File: src/rtl/cwf_pkg.sv
package cwf_pkg;
  typedef enum logic [1:0] {
    CW_IDLE = 2'd0,
    CW_REQ  = 2'd1,
    CW_FILL = 2'd2,
    CW_DONE = 2'd3
  } cw_state_e;
endpackage

File: src/rtl/cwf_beat_seq.sv
module cwf_beat_seq #(
  parameter int BEATS  = 8,
  parameter int BEAT_W = $clog2(BEATS)
) (
  input  logic              clk,
  input  logic              rst_n,
  input  logic              load,
  input  logic [BEAT_W-1:0] start,
  input  logic              step,
  output logic [BEAT_W-1:0] beat_idx,
  output logic              first,
  output logic              last
);
  logic [BEAT_W-1:0] cnt_q;

  always_ff @(posedge clk or negedge rst_n) begin
    if (!rst_n)    cnt_q <= '0;
    else if (load) cnt_q <= '0;
    else if (step) cnt_q <= cnt_q + 1'b1;
  end

  // wrap-around order: position modulo the power-of-two beat count
  assign beat_idx = start + cnt_q;
  assign first    = (cnt_q == '0);
  assign last     = (cnt_q == BEAT_W'(BEATS - 1));


  wrap_step_chk: assert property (@(posedge clk) disable iff (!rst_n)
    (step && !load && !last) |=> (beat_idx == BEAT_W'($past(beat_idx) + 1'b1)));
endmodule

File: src/rtl/cwf_fill_track.sv
module cwf_fill_track #(
  parameter int BEATS  = 8,
  parameter int BEAT_W = $clog2(BEATS)
) (
  input  logic              clk,
  input  logic              rst_n,
  input  logic              clear,
  input  logic              wr_en,
  input  logic [BEAT_W-1:0] wr_beat,
  input  logic              busy,
  input  logic              probe_valid,
  input  logic              probe_same,
  input  logic [BEAT_W-1:0] probe_beat,
  output logic [BEATS-1:0]  mask,
  output logic              probe_stall
);
  logic [BEATS-1:0] mask_q;
  logic             beat_ready;

  always_ff @(posedge clk or negedge rst_n) begin
    if (!rst_n)       mask_q <= '0;
    else if (clear)   mask_q <= '0;
    else if (wr_en)   mask_q[wr_beat] <= 1'b1;
  end

  assign mask        = mask_q;
  assign beat_ready  = mask_q[probe_beat] || (wr_en && (wr_beat == probe_beat));
  assign probe_stall = probe_valid && busy && (!probe_same || !beat_ready);


  no_rewrite_chk: assert property (@(posedge clk) disable iff (!rst_n)
    wr_en |-> !mask_q[wr_beat]);
endmodule

File: src/rtl/cwf_refill.sv
module cwf_refill
  import cwf_pkg::*;
#(
  parameter int ADDR_W     = 32,
  parameter int LINE_BYTES = 64,
  parameter int BEAT_BITS  = 64,
  parameter int SET_W      = 6
) (
  input  logic                 clk,
  input  logic                 rst_n,
  input  logic                 miss_valid,
  output logic                 miss_ready,
  input  logic [ADDR_W-1:0]    miss_addr,
  output logic                 mem_req_valid,
  input  logic                 mem_req_ready,
  output logic [ADDR_W-1:0]    mem_req_addr,
  input  logic                 mem_rsp_valid,
  output logic                 mem_rsp_ready,
  input  logic [BEAT_BITS-1:0] mem_rsp_data,
  output logic                 arr_data_we,
  output logic [SET_W-1:0]     arr_data_idx,
  output logic [$clog2(LINE_BYTES/(BEAT_BITS/8))-1:0] arr_beat,
  output logic [BEAT_BITS-1:0] arr_data,
  output logic                 arr_tag_we,
  output logic [SET_W-1:0]     arr_tag_idx,
  output logic [ADDR_W-$clog2(LINE_BYTES)-SET_W-1:0] arr_tag,
  output logic                 fwd_valid,
  output logic [BEAT_BITS-1:0] fwd_data,
  input  logic                 probe_valid,
  input  logic [ADDR_W-1:0]    probe_addr,
  output logic                 probe_stall
);
  localparam int BEAT_BYTES = BEAT_BITS / 8;
  localparam int BEATS      = LINE_BYTES / BEAT_BYTES;
  localparam int OFF_W      = $clog2(LINE_BYTES);
  localparam int BSEL_W     = $clog2(BEAT_BYTES);
  localparam int BEAT_W     = $clog2(BEATS);
  localparam int LINE_W     = ADDR_W - OFF_W;

  cw_state_e         state_q;
  logic [LINE_W-1:0] line_q;
  logic [BEAT_W-1:0] start_q;
  logic              miss_fire, req_fire, beat_fire;
  logic              seq_first, seq_last;
  logic [BEAT_W-1:0] seq_beat;
  logic [BEATS-1:0]  fill_mask;
  logic              busy;
  logic              unused_low_bits;

  assign unused_low_bits = ^{miss_addr[BSEL_W-1:0], probe_addr[BSEL_W-1:0]};

  assign miss_ready    = (state_q == CW_IDLE);
  assign miss_fire     = miss_valid && miss_ready;
  assign mem_req_valid = (state_q == CW_REQ);
  assign req_fire      = mem_req_valid && mem_req_ready;
  assign mem_rsp_ready = (state_q == CW_FILL);
  assign beat_fire     = mem_rsp_valid && mem_rsp_ready;
  assign busy          = (state_q != CW_IDLE);

  always_ff @(posedge clk or negedge rst_n) begin
    if (!rst_n) begin
      state_q <= CW_IDLE;
      line_q  <= '0;
      start_q <= '0;
    end else begin
      case (state_q)
        CW_IDLE: if (miss_fire) begin
          line_q  <= miss_addr[ADDR_W-1:OFF_W];
          start_q <= miss_addr[OFF_W-1:BSEL_W];
          state_q <= CW_REQ;
        end
        CW_REQ:  if (req_fire) state_q <= CW_FILL;
        CW_FILL: if (beat_fire && seq_last) state_q <= CW_DONE;
        default: state_q <= CW_IDLE;
      endcase
    end
  end

  cwf_beat_seq #(.BEATS(BEATS), .BEAT_W(BEAT_W)) u_seq (
    .clk      (clk),
    .rst_n    (rst_n),
    .load     (miss_fire),
    .start    (start_q),
    .step     (beat_fire),
    .beat_idx (seq_beat),
    .first    (seq_first),
    .last     (seq_last)
  );

  cwf_fill_track #(.BEATS(BEATS), .BEAT_W(BEAT_W)) u_track (
    .clk         (clk),
    .rst_n       (rst_n),
    .clear       (miss_fire),
    .wr_en       (beat_fire),
    .wr_beat     (seq_beat),
    .busy        (busy),
    .probe_valid (probe_valid),
    .probe_same  (probe_addr[ADDR_W-1:OFF_W] == line_q),
    .probe_beat  (probe_addr[OFF_W-1:BSEL_W]),
    .mask        (fill_mask),
    .probe_stall (probe_stall)
  );

  assign mem_req_addr = {line_q, start_q, {BSEL_W{1'b0}}};

  // data array write and core forward leave from the same accepted beat
  assign arr_data_we  = beat_fire;
  assign arr_data_idx = line_q[SET_W-1:0];
  assign arr_beat     = seq_beat;
  assign arr_data     = mem_rsp_data;
  assign fwd_valid    = beat_fire && seq_first;
  assign fwd_data     = mem_rsp_data;

  assign arr_tag_we   = (state_q == CW_DONE);
  assign arr_tag_idx  = line_q[SET_W-1:0];
  assign arr_tag      = line_q[LINE_W-1:SET_W];


  tag_full_chk: assert property (@(posedge clk) disable iff (!rst_n)
    arr_tag_we |-> (&fill_mask));

  req_hold_chk: assert property (@(posedge clk) disable iff (!rst_n)
    (mem_req_valid && !mem_req_ready) |=> (mem_req_valid && $stable(mem_req_addr)));

  fwd_par_chk: assert property (@(posedge clk) disable iff (!rst_n)
    fwd_valid |-> (arr_data_we && (arr_beat == start_q)));

  busy_chk: assert property (@(posedge clk) disable iff (!rst_n)
    (miss_valid && miss_ready) |=> !miss_ready);
endmodule

File: config.mk
export PLATFORM = sky130hd
export DESIGN_NAME = cwf_refill
export DESIGN_NICKNAME = d
export VERILOG_FILES = /design/src/rtl/cwf_pkg.sv /design/src/rtl/cwf_beat_seq.sv /design/src/rtl/cwf_fill_track.sv /design/src/rtl/cwf_refill.sv
export SDC_FILE = /design/constraint.sdc
export NUM_CORES = 1
export LEC_CHECK = 0
export BUFFER_PORTS_ARGS = -buffer_cell sky130_fd_sc_hd__buf_4
export CAP_MARGIN = 15
export CELL_PAD_IN_SITES_DETAIL_PLACEMENT = 0
export CELL_PAD_IN_SITES_GLOBAL_PLACEMENT = 2
export CORE_MARGIN = 4
export CORE_UTILIZATION = 20
export DETAILED_ROUTE_END_ITERATION = 10
export PLACE_DENSITY = 0.85
export SETUP_SLACK_MARGIN = 0.1
export SLEW_MARGIN = 20
export SYNTH_ARGS = -nofsm -noshare
export SYNTH_HDL_FRONTEND = slang
export SYNTH_HIERARCHICAL = 1
export SYNTH_SLANG_ARGS = --single-unit
export TNS_END_PERCENT = 1
File: constraint.sdc
create_clock -name clk -period 6.35 [get_ports clk]
set_input_delay 0.3175 -clock clk [delete_from_list [all_inputs] [get_ports clk]]
set_output_delay 0.3175 -clock clk [all_outputs]
set_load 0.005 [all_outputs]
==> load_flow_metrics.sql, run 1 <==
INSERT INTO impl_metrics (metric_group, metric, value, unit) VALUES
('outcome', 'outcome', 'finished, final reports clean', ''),
('logic_synthesis', 'synthesis.yosys.warnings', '6', ''),
('global_routing', 'grt_pass1_vias', '2168', ''),
('critical_path', 'worst_r2r_startpoint', 'u_seq/cnt_q[0]$_DFFE_PN0P_', ''),
('die', 'initial_core_util', '20.5', '%'),
('sta', 'finalSetupTns', '0', 'ns'),
('global_routing', 'grt_first_pass_wirelength', '12.4', 'mm'),
('route', 'post_drt_wl_per_cell', '15.1', 'um'),
('sta', 'layout_worst_path_cycle_share', '48.7', '%'),
('sta', 'timing.final.ws_setup', '3.26', 'ns'),
('die', 'design.core.area', '16600', 'um2'),
('global_routing', 'antenna_found_initial', '0', ''),
('finish', 'post_route_cells_drive_above_1_share', '54.4', '%'),
('clocking', 'cts.clk_slew.worst_paths', '0.06', 'ns'),
('critical_path', 'timing.critical_path.max_delay_family', 'XOR/XNOR gates', ''),
('place', 'post-place-ws', '3.54', 'ns'),
('critical_path', 'reg2regPathDepth', '7', ''),
('critical_path', 'cp_slowest_stage_delay', '0.54', 'ns'),
('logic_synthesis', 'synthCells', '342', ''),
('finish', 'syn2layout_area_growth', '6.49', '%'),
('critical_path', 'critical_path.cell_chain', 'ha_1 > fa_1 > xnor2_1 > xnor2_1 > xor2_1 > o41ai_1 > a31oi_1 > buf_4', ''),
('power', 'leakagePower', '1.71', 'nW'),
('route', 'route.detailed.vias_per_inst', '3.67', ''),
('sta', 'hold_viol', '0', ''),
('clocking', 'clockRootBuffer', 'sky130_fd_sc_hd__clkbuf_16', ''),
('logic_synthesis', 'synth_seq_area_share', '31.0', '%'),
('logic_synthesis', 'synthesis.area', '3390', 'um2'),
('critical_path', 'critical_path_arrival', '2.78', 'ns'),
('critical_path', 'critical_path.n_buffers_inverters', '1', ''),
('clocking', 'clock_insertion_delay_worst_skew', '0.28', 'ns'),
('die', 'chipWidth', '138', 'um'),
('logic_synthesis', 'synthesis.area_per_instance', '9.93', 'um2'),
('sta', 'fin_hold_ws', '0.0273', 'ns'),
('critical_path', 'crit_slowest_cell', 'sky130_fd_sc_hd__xnor2_1', ''),
('min_path', 'min-delay-path-class', 'primary input to async pin', ''),
('critical_path', 'crit_path_capture_type', 'output port', ''),
('logic_synthesis', 'synth_area_leaders', 'sky130_fd_sc_hd__buf_4 (36%), sky130_fd_sc_hd__dfrtp_1 (31%), sky130_fd_sc_hd__mux2_2 (9.6%)', ''),
('clocking', 'clock_sink_count', '42', ''),
('critical_path', 'critical_path.most_common_cell', 'sky130_fd_sc_hd__xnor2_1', ''),
('run', 'cap_violations', '0', ''),
('die', 'die-height', '138', 'um'),
('global_routing', 'all_layer_global_routing_usage', '8.11', '%'),
('die', 'design.portCount', '336', ''),
('clocking', 'tritoncts', 'built', ''),
('critical_path', 'critical_path_required', '6.03', 'ns'),
('logic_synthesis', 'synth-seq-cells', '42', ''),
('place', 'half_perimeter_wire_length_after_detailed_placement', '6.63', 'mm'),
('clocking', 'cts_hold_buffers', '0', ''),
('logic_synthesis', 'post-synth-top-area-cell', 'sky130_fd_sc_hd__buf_4', ''),
('sta', 'report.final.slew_viol_count', '0', ''),
('finish', 'antenna_cells', '0', ''),
('die', 'core.rowCount', '47', ''),
('finish', 'layout.core_utilization', '21.8', '%'),
('sta', 'rsz0062_at_grt', 'no', ''),
('route', 'drtAntennaViolNets', '0', ''),
('route', 'drc', '0', ''),
('sta', 'maxClockFrequency', '323', 'MHz'),
('critical_path', 'critical_path.max_fanout', '7', ''),
('logic_synthesis', 'synthDominantCellAreaShare', '36.0', '%'),
('clocking', 'cts_repair_resize_count', '0', ''),
('clocking', 'clock_path_buffers', '2', ''),
('route', 'initialDrtViolationCount', '47', ''),
('clocking', 'cts_post_setup_buffers_inserted', '0', ''),
('place', 'port_buffers', '134', ''),
('critical_path', 'reg2reg_slack', '4.11', 'ns'),
('critical_path', 'setup.worst_path.class', 'flop to output port', ''),
('place', 'gp_congestion', '0.703', ''),
('global_routing', 'grt.overflow.total', '0', ''),
('sta', 'final-setup-viol-count', '0', ''),
('sta', 'min_tclk_post_route', '3.09', 'ns'),
('power', 'power.ir.vdd_worst', '0.188', 'mV');
## area by class of cell
class | instances | area, um2
multi-input combinational | 127 | 1080
fill | 1823 | 13000
sequential | 42 | 1050
tap | 220 | 275
inverter | 8 | 30.0
clock buffer | 6 | 129
clock inverter | 2 | 37.5
timing repair buffer | 135 | 1010
## layout by cell type (no fill, tap or decap), drive strengths merged, types with 5 or more instances in the layout
cell type,instances
buf,135
dfrtp,42
mux2,29
xor2,19
xnor2,13
nor2,13
inv,8
ha,8
clkbuf,6
a31oi,5
nor4,5
## state kept, by name (all words and copies together), names as in the netlist
name / count
line_q: 26
u_track/mask: 8
start_q: 3
u_seq/cnt_q: 3
state_q: 2
## cell usage after synthesis
cell type                   number
sky130_fd_sc_hd__and3_1          1
sky130_fd_sc_hd__o41ai_1         1
sky130_fd_sc_hd__buf_4         163
sky130_fd_sc_hd__xnor2_1        13
sky130_fd_sc_hd__fa_1            1
sky130_fd_sc_hd__a2bb2oi_1       1
sky130_fd_sc_hd__buf_2           3
sky130_fd_sc_hd__nand2_1         4
sky130_fd_sc_hd__and2_0          1
sky130_fd_sc_hd__a31oi_1         5
sky130_fd_sc_hd__dfrtp_1        42
sky130_fd_sc_hd__mux2i_1         4
sky130_fd_sc_hd__inv_1           8
sky130_fd_sc_hd__ha_1            8
sky130_fd_sc_hd__a41oi_1         1
sky130_fd_sc_hd__nor2b_1         4
sky130_fd_sc_hd__mux4_2          1
sky130_fd_sc_hd__nor4_1          4
sky130_fd_sc_hd__o21ai_0         1
sky130_fd_sc_hd__and2b_2         1
sky130_fd_sc_hd__nand4_1         2
sky130_fd_sc_hd__nand3_1         3
sky130_fd_sc_hd__buf_1           1
sky130_fd_sc_hd__nor2_1         13
sky130_fd_sc_hd__xor2_1         19
sky130_fd_sc_hd__o32a_1          1
sky130_fd_sc_hd__a221oi_1        1
sky130_fd_sc_hd__conb_1          1
sky130_fd_sc_hd__a21oi_1         3
sky130_fd_sc_hd__nor4_2          1
sky130_fd_sc_hd__and2_1          1
sky130_fd_sc_hd__mux2_2         29
## where the power goes
| part | total, mW | switching [mW] | internal (mW) |
|---|---|---|---|
| clock network | 0.293 | 0.107 | 0.186 |
| registers | 0.551 | 0.159 | 0.392 |
| logic | 0.865 | 0.339 | 0.526 |
## metrics by stage
step	instances	area, um2
after floorplan	344	3400
after global placement	532	3450
after detailed placement	532	3450
after CTS	540	3610
after global routing	540	3610
final	540	3610
## worst reg2reg max path: stages (launching register included)
cell and delay [ns]:
sky130_fd_sc_hd__dfrtp_1 0.43, sky130_fd_sc_hd__ha_1 0.22, sky130_fd_sc_hd__fa_1 0.38, sky130_fd_sc_hd__xnor2_1 0.16
sky130_fd_sc_hd__xnor2_1 0.54, sky130_fd_sc_hd__nor2b_1 0.25, sky130_fd_sc_hd__a31oi_1 0.10, sky130_fd_sc_hd__nor2_1 0.11
## cell families after synthesis
| logic type | synth area share, % |
|---|---|
| and+or+nand+nor | 5.34 |
| xor gates and xnor gates | 8.26 |
| buffers and inverters | 37.5 |
| other | 0.110 |
| AOI/OAI and AO/OA | 2.84 |
| DFF | 31.0 |
| adders and majority gates | 3.54 |
| muxes | 11.5 |
## per-layer routing
metal / wire [um] / part of all wire [%] / track usage (%)
met4: 405 / 5.0 / 4.99
met1: 2770 / 34 / 8.29
met2: 4220 / 52 / 14.0
met3: 757 / 9.3 / 3.11
met5: 0 / 0 / 0
## how the worst max path moves through the flow
stage	from	slack (ns)	depth (start not counted)	to
after floorplan	start_q[0]$_DFFE_PN0P_	3.98	7	probe_stall
after global placement	line_q[14]$_DFFE_PN0P_	3.50	8	probe_stall
after detailed placement	line_q[14]$_DFFE_PN0P_	3.54	8	probe_stall
after CTS	line_q[14]$_DFFE_PN0P_	3.20	8	probe_stall
after global routing	line_q[14]$_DFFE_PN0P_	2.98	8	probe_stall
final	u_seq/cnt_q[0]$_DFFE_PN0P_	3.26	8	probe_stall
(Power assumes the default switching activity.)
==> run 2, diff against run 1 <==
--- a/config.mk
+++ b/config.mk
@@ -10,9 +10,9 @@
 export CELL_PAD_IN_SITES_DETAIL_PLACEMENT = 0
 export CELL_PAD_IN_SITES_GLOBAL_PLACEMENT = 2
 export CORE_MARGIN = 4
-export CORE_UTILIZATION = 20
+export CORE_UTILIZATION = 16
 export DETAILED_ROUTE_END_ITERATION = 10
-export PLACE_DENSITY = 0.85
+export PLACE_DENSITY = 0.73
 export SETUP_SLACK_MARGIN = 0.1
 export SLEW_MARGIN = 20
 export SYNTH_ARGS = -nofsm -noshare
==> constraint.sdc (replaced) <==
create_clock -name clk -period 2.67 [get_ports clk]
set_input_delay 0.1335 -clock clk [delete_from_list [all_inputs] [get_ports clk]]
set_output_delay 0.1335 -clock clk [all_outputs]
set_load 0.005 [all_outputs]
==> run 2 against run 1 <==
Wire length grew 13%. Critical path depth did not move. Count of clock-buffer cells in the layout is 1 higher. Power grew 140%. Non-clock buffer count is 7 higher. Final cell count rose by 11%. Sequential power increased by 130%. Clock power up 100%. Critical path type unchanged. Sequential share of layout area is 0.84 points lower. Core utilization decreased by 4.0 points.
==> load_flow_metrics.sql, run 2 (synthesized netlist as in run 1, its figures left out) <==
INSERT INTO impl_metrics (metric_group, metric, value, unit) VALUES
('route', 'routed_wl', '9.20', 'mm'),
('sta', 'hold_viol', '0', ''),
('critical_path', 'critical_path_arrival', '2.40', 'ns'),
('clocking', 'clockRootBuffer', 'sky130_fd_sc_hd__clkbuf_16', ''),
('global_routing', 'grt_pass1_vias', '2146', ''),
('die', 'design.core.area', '21000', 'um2'),
('power', 'power.clock.fraction', '14.7', '%'),
('finish', 'layoutNonFillerInstCount', '601', ''),
('global_routing', 'largest_net_degree_at_the_start_of_global_routing', '43', ''),
('critical_path', 'crit_slowest_cell', 'sky130_fd_sc_hd__dfrtp_1', ''),
('sta', 'fin_hold_ws', '0.0761', 'ns'),
('sta', 'final-setup-viol-count', '0', ''),
('sta', 'report.final.slew_viol_count', '0', ''),
('clocking', 'cts_inserted_buffers', '5', ''),
('finish', 'final_nets', '469', ''),
('die', 'chipWidth', '154', 'um'),
('finish', 'largest-register', 'line_q', ''),
('sta', 'finalSetupTns', '0', 'ns'),
('sta', 'fin_worst_skew', '0.00492', 'ns'),
('die', 'initial_core_util', '16.2', '%'),
('sta', 'layout_worst_path_cycle_share', '94.9', '%'),
('clocking', 'clock_insertion_delay_worst_skew', '0.28', 'ns'),
('finish', 'syn2layout_area_growth', '10.1', '%'),
('power', 'netSwitchingFraction', '36.3', '%'),
('critical_path', 'critical_path.n_buffers_inverters', '1', ''),
('critical_path', 'critical_path.max_fanout', '4', ''),
('critical_path', 'critical_path.most_common_cell', 'sky130_fd_sc_hd__xnor2_1', ''),
('die', 'design.portCount', '336', ''),
('critical_path', 'reg2regPathDepth', '8', ''),
('power', 'p_seq_share', '31.3', '%'),
('route', 'initialDrtViolationCount', '39', ''),
('die', 'core.rowCount', '53', ''),
('sta', 'timing.final.ws_setup', '0.137', 'ns'),
('place', 'gp_congestion', '0.751', ''),
('finish', 'filler_cell_count', '2363', ''),
('sta', 'rsz0062_at_grt', 'yes', ''),
('route', 'drt-pass1-iter-count', '4', ''),
('critical_path', 'cp_slowest_stage_delay', '0.43', 'ns'),
('min_path', 'worstHoldPathCells', '2', ''),
('global_routing', 'all_layer_global_routing_usage', '7.25', '%'),
('outcome', 'outcome', 'finished, final reports clean', ''),
('place', 'port_buffers', '134', ''),
('run', 'cap_violations', '0', ''),
('power', 'power.combinational.fraction', '54.0', '%'),
('critical_path', 'cp_num_cells', '8', ''),
('clocking', 'clock_path_buffers', '2', ''),
('power', 'power-per-cell-area', '1090', 'nW/um2'),
('route', 'drtAntennaViolNets', '0', ''),
('sta', 'maxClockFrequency', '395', 'MHz'),
('critical_path', 'timing.critical_path.from_type', 'flop', ''),
('power', 'power.ir.vdd_worst', '0.339', 'mV'),
('sta', 'timing_worst_slew_pin_value', '0.590', 'ns'),
('finish', 'final_design_area_no_fill', '3740', 'um2'),
('min_path', 'min-delay-path-class', 'primary input to flop', ''),
('clocking', 'clock_sink_count', '42', ''),
('power', 'p_total', '4.08', 'mW'),
('critical_path', 'setup.worst_path.class', 'flop to output port', ''),
('place', 'post-place-ws', '0.121', 'ns'),
('finish', 'flip_flop_count_of_the_largest_register_all_copies_and_words_added', '26', ''),
('finish', 'post_route_cells_drive_above_1_share', '56.4', '%'),
('route', 'route.detailed.vias_per_inst', '3.40', ''),
('finish', 'layout.cells.most_common', 'sky130_fd_sc_hd__buf_4', ''),
('power', 'internal_power', '2.60', 'mW'),
('power', 'net_load_switching_power', '1.48', 'mW'),
('sta', 'min_tclk_post_route', '2.53', 'ns'),
('global_routing', 'antenna_found_initial', '0', ''),
('finish', 'final_cell_mix', 'sky130_fd_sc_hd__buf_4 (141), sky130_fd_sc_hd__dfrtp_1 (39), sky130_fd_sc_hd__mux2_2 (29), sky130_fd_sc_hd__xor2_1 (19)', ''),
('global_routing', 'grt_first_pass_wirelength', '13.2', 'mm'),
('global_routing', 'grt.overflow.total', '0', ''),
('sta', 'max_slew_margin', '60.7', '%'),
('place', 'half_perimeter_wire_length_after_detailed_placement', '7.53', 'mm'),
('route', 'routed-via-count', '2042', ''),
('clocking', 'htreeDepth', '2', ''),
('place', 'post-place-cells', '590', ''),
('clocking', 'cts.clk_slew.worst_paths', '0.06', 'ns'),
('critical_path', 'critical_path.cell_chain', 'ha_1 > fa_1 > xnor2_1 > xnor2_1 > xor2_1 > o41ai_2 > a31oi_1 > buf_4', ''),
('critical_path', 'timing.critical_path.max_delay_family', 'adder cells', ''),
('die', 'die-height', '154', 'um'),
('clocking', 'tritoncts', 'built', ''),
('route', 'drc', '0', ''),
('finish', 'layout.core_utilization', '17.8', '%'),
('power', 'leakagePower', '1.74', 'nW'),
('critical_path', 'crit_path_capture_type', 'output port', ''),
('finish', 'antenna_cells', '0', ''),
('route', 'post_drt_wl_per_cell', '15.3', 'um'),
('place', 'placed_area', '3540', 'um2'),
('die', 'floorplan.die_area', '23600', 'um2'),
('critical_path', 'critical_path_required', '2.54', 'ns');
## run 2: cell count changes in the layout (fill, tap and decap cells not counted), sizes merged
cell,delta
clkinvlp,-1
buf,+6
dlygate4sd3,+1
clkbuf,+1
bufinv,-1
## run 2: power by group through the flow
stage	registers [mW]	logic [mW]	clock network, mW
after global routing	1.34	2.40	0.652
after detailed placement	1.33	2.14	0
after CTS	1.29	2.26	0.640
after floorplan	1.23	1.44	0
final	1.28	2.20	0.599
after global placement	1.31	2.13	0
## run 2: per-layer routing
layer  vias to the layer above  global-route usage [%]  routed length (um)
li1                        905                       -                   -
met1                       968                    7.02                3000
met2                       114                    13.1                4890
met3                        55                    2.11                 692
met4                         0                    5.17                 616
met5                         -                       0                   0
## run 2: timing repair
item | CTS | global route
pin swaps | 5 | 1
hold endpoints to repair | 42 | 0
gates resized for setup | 7 | 0
endpoints found under the setup margin | 1 | 1
hold buffers | 1 | 0
buffers inserted | 3 | 0
## run 2: path summary, 6_finish.rpt
| path | start | end | slack (ns) |
|---|---|---|---|
| hold reg to reg | u_track/mask[2]$_DFFE_PN0P_ | u_track/mask[2]$_DFFE_PN0P_ | 0.50 |
| min in group asynchronous | rst_n | u_track/mask[7]$_DFFE_PN0P_ | 0.40 |
| max in group asynchronous | rst_n | line_q[16]$_DFFE_PN0P_ | 1.83 |
| setup / recovery | u_seq/cnt_q[0]$_DFFE_PN0P_ | probe_stall | 0.14 |
| setup reg to reg | u_seq/cnt_q[0]$_DFFE_PN0P_ | u_track/mask[3]$_DFFE_PN0P_ | 0.64 |
| hold / removal | miss_addr[5] | start_q[2]$_DFFE_PN0P_ | 0.08 |
## run 2: area by class of cell
cell class / instances / area, um2 / share of cell area, %
inverters: 8 / 30.0 / 0.804
well taps: 275 / 344 / 9.21
multi-input cells: 127 / 1110 / 29.6
repair buffers: 142 / 1070 / 28.6
flip-flops and latches: 42 / 1050 / 28.2
clock buffers: 7 / 133 / 3.55
==> run 3, diff against run 2 <==
--- a/config.mk
+++ b/config.mk
@@ -6,13 +6,13 @@
 export NUM_CORES = 1
 export LEC_CHECK = 0
 export BUFFER_PORTS_ARGS = -buffer_cell sky130_fd_sc_hd__buf_4
-export CAP_MARGIN = 15
+export CAP_MARGIN = 5
 export CELL_PAD_IN_SITES_DETAIL_PLACEMENT = 0
-export CELL_PAD_IN_SITES_GLOBAL_PLACEMENT = 2
+export CELL_PAD_IN_SITES_GLOBAL_PLACEMENT = 1
 export CORE_MARGIN = 4
-export CORE_UTILIZATION = 16
+export CORE_UTILIZATION = 22
 export DETAILED_ROUTE_END_ITERATION = 10
-export PLACE_DENSITY = 0.73
+export PLACE_DENSITY = 0.75
 export SETUP_SLACK_MARGIN = 0.1
 export SLEW_MARGIN = 20
 export SYNTH_ARGS = -nofsm -noshare
==> run 3 against run 2 <==
Sequential power about the same. Critical endpoint unchanged. Sequential cell count stayed put. Clock skew is 0.00090 ns lower. Die area is 26% lower. Critical path depth is the same. Largest power group unchanged. Sequential share of layout area is 0.061 points lower. Hold slack better by 0.0012 ns.
==> load_flow_metrics.sql, run 3 (synthesized netlist as in run 1, its figures left out) <==
INSERT INTO impl_metrics (metric_group, metric, value, unit) VALUES
('outcome', 'outcome', 'finished, final reports clean', ''),
('finish', 'final_cell_mix', 'sky130_fd_sc_hd__buf_4 (149), sky130_fd_sc_hd__dfrtp_1 (38), sky130_fd_sc_hd__mux2_2 (29), sky130_fd_sc_hd__xor2_1 (19), sky130_fd_sc_hd__nor2_1 (13)', ''),
('sta', 'final-setup-viol-count', '0', ''),
('sta', 'layout_worst_path_cycle_share', '94.3', '%'),
('critical_path', 'critical_path.max_fanout', '3', ''),
('clocking', 'clockRootBuffer', 'sky130_fd_sc_hd__clkbuf_16', ''),
('global_routing', 'all_layer_global_routing_usage', '10.2', '%'),
('clocking', 'htreeDepth', '2', ''),
('route', 'drc', '0', ''),
('power', 'power.combinational.fraction', '54.4', '%'),
('finish', 'largest-register', 'line_q', ''),
('power', 'leakagePower', '1.81', 'nW'),
('power', 'power-per-cell-area', '1150', 'nW/um2'),
('critical_path', 'setup.worst_path.class', 'flop to output port', ''),
('route', 'route.detailed.vias_per_inst', '3.93', ''),
('die', 'design.core.area', '15100', 'um2'),
('finish', 'post_route_cells_drive_above_1_share', '60.0', '%'),
('clocking', 'clock_sink_count', '42', ''),
('min_path', 'hp-start', 'miss_addr[15]', ''),
('critical_path', 'critical_path_arrival', '2.38', 'ns'),
('clocking', 'tritoncts', 'built', ''),
('finish', 'layout.cells.most_common', 'sky130_fd_sc_hd__buf_4', ''),
('critical_path', 'timing.critical_path.from_type', 'flop', ''),
('place', 'gp_congestion', '0.765', ''),
('power', 'p_seq_share', '29.6', '%'),
('finish', 'flip_flop_count_of_the_largest_register_all_copies_and_words_added', '26', ''),
('sta', 'max_slew_margin', '62.1', '%'),
('sta', 'report.final.slew_viol_count', '0', ''),
('sta', 'maxClockFrequency', '397', 'MHz'),
('die', 'initial_core_util', '22.4', '%'),
('finish', 'layout.core_utilization', '24.8', '%'),
('finish', 'syn2layout_area_growth', '10.4', '%'),
('min_path', 'holdPathEnd', 'line_q[9]$_DFFE_PN0P_', ''),
('place', 'half_perimeter_wire_length_after_detailed_placement', '7.81', 'mm'),
('power', 'netSwitchingFraction', '35.2', '%'),
('global_routing', 'grt_first_pass_wirelength', '14.0', 'mm'),
('finish', 'antenna_cells', '0', ''),
('power', 'internal_power', '2.79', 'mW'),
('finish', 'final_nets', '477', ''),
('critical_path', 'reg2reg_slack', '0.63', 'ns'),
('clocking', 'cts.clk_slew.worst_paths', '0.06', 'ns'),
('die', 'design.portCount', '336', ''),
('route', 'drtAntennaViolNets', '0', ''),
('finish', 'layoutNonFillerInstCount', '523', ''),
('die', 'core.rowCount', '45', ''),
('run', 'cap_violations', '0', ''),
('critical_path', 'worst_r2r_startpoint', 'start_q[0]$_DFFE_PN0P_', ''),
('global_routing', 'grt.overflow.total', '0', ''),
('global_routing', 'grt_pass1_vias', '2206', ''),
('sta', 'fin_worst_skew', '0.00402', 'ns'),
('power', 'net_load_switching_power', '1.51', 'mW'),
('power', 'power.clock.fraction', '16.0', '%'),
('die', 'chipWidth', '132', 'um'),
('global_routing', 'antenna_found_initial', '0', ''),
('sta', 'hold_viol', '0', ''),
('die', 'die-height', '132', 'um'),
('die', 'floorplan.die_area', '17500', 'um2'),
('critical_path', 'reg2regPathDepth', '9', ''),
('critical_path', 'timing.rr.end', 'u_track/mask[6]$_DFFE_PN0P_', ''),
('min_path', 'worstHoldPathCells', '2', ''),
('route', 'routed_wl', '9.48', 'mm'),
('sta', 'timing_worst_slew_pin_value', '0.568', 'ns'),
('critical_path', 'critical_path_required', '2.54', 'ns'),
('global_routing', 'largest_net_degree_at_the_start_of_global_routing', '43', ''),
('sta', 'min_tclk_post_route', '2.52', 'ns'),
('finish', 'filler_cell_count', '1594', ''),
('power', 'power.ir.vdd_worst', '0.446', 'mV'),
('clocking', 'clock_insertion_delay_worst_skew', '0.28', 'ns'),
('route', 'post_drt_wl_per_cell', '18.1', 'um'),
('route', 'drt-pass1-iter-count', '4', ''),
('route', 'routed-via-count', '2055', ''),
('clocking', 'clock_path_buffers', '2', ''),
('place', 'port_buffers', '134', ''),
('clocking', 'cts_inserted_buffers', '5', ''),
('sta', 'finalSetupTns', '0', 'ns'),
('sta', 'rsz0062_at_grt', 'yes', ''),
('min_path', 'min-delay-path-class', 'primary input to flop', ''),
('route', 'initialDrtViolationCount', '33', ''),
('critical_path', 'crit_path_capture_type', 'output port', ''),
('place', 'post-place-cells', '503', '');
==> run 3: power groups by stage <==
stage / Sequential, mW / Combinational [mW] / Clock (mW)
detailed placement: 1.32 / 2.15 / 0
CTS: 1.30 / 2.24 / 0.722
global placement: 1.28 / 2.14 / 0
floorplan: 1.23 / 1.44 / 0
finish: 1.27 / 2.34 / 0.687
global route: 1.32 / 2.55 / 0.742
==> run 3: how the worst max path moves through the flow <==
stage	end	depth (start not counted)	start	slack (ns)
6_report	probe_stall	8	start_q[0]$_DFFE_PN0P_	0.15
3_3_place_gp	probe_stall	8	line_q[15]$_DFFE_PN0P_	0.16
4_1_cts	probe_stall	8	line_q[6]$_DFFE_PN0P_	0.11
3_5_place_dp	probe_stall	8	line_q[15]$_DFFE_PN0P_	0.14
2_1_floorplan	probe_stall	7	start_q[0]$_DFFE_PN0P_	0.49
5_1_grt	probe_stall	8	line_q[24]$_DFFE_PN0P_	0.04
==> run 3: cell type report <==
cell class	instances	area, um2	area share [%]
clock inverters	3	40.0	1.07
repair buffers	150	1130	30.1
well taps	188	235	6.28
flip-flops and latches	42	1060	28.2
clock buffers	5	125	3.34
multi-input cells	127	1130	30.2
inverters	8	30.0	0.801
==> run 3: per-layer routing <==
metal  vias to the layer above  part of all wire [%]  global-route usage (%)
li1                        918                     -                       -
met1                       961                    31                    9.56
met5                         -                     0                       0
met4                         0                   1.2                    2.77
met2                       163                    56                    19.6
met3                        13                    12                    5.23
==> run 3: timing repair <==
| action | 4_1_cts | 5_1_grt |
|---|---|---|
| cloned | 0 | 0 |
| gates resized for setup | 4 | 9 |
| buffers inserted | 4 | 7 |
| endpoints found under the hold margin | 42 | 0 |
| endpoints found under the setup margin | 1 | 1 |
| hold buffers | 1 | 0 |
| pin swaps | 6 | 11 |
==> run 3: worst max-delay path, stage by stage, from the launching register on <==
cell	delay [ns]
sky130_fd_sc_hd__dfrtp_1	0.40
sky130_fd_sc_hd__ha_2	0.20
sky130_fd_sc_hd__fa_2	0.35
sky130_fd_sc_hd__xnor2_2	0.16
sky130_fd_sc_hd__xnor2_2	0.15
sky130_fd_sc_hd__xor2_1	0.19
sky130_fd_sc_hd__o41ai_2	0.39
sky130_fd_sc_hd__a31oi_1	0.10
sky130_fd_sc_hd__buf_4	0.15
==> run 3: per-stage QoR <==
stage	area (um2)	total power, mW	setup slack, ns	hold WS, ns
after detailed placement	3430	3.46	0.144	0.178
after CTS	3660	4.26	0.106	0.0680
after global placement	3430	3.42	0.161	0.181
after floorplan	3400	2.67	0.486	-0.162
final	3750	4.30	0.153	0.0772
after global routing	3750	4.62	0.0414	0.0708
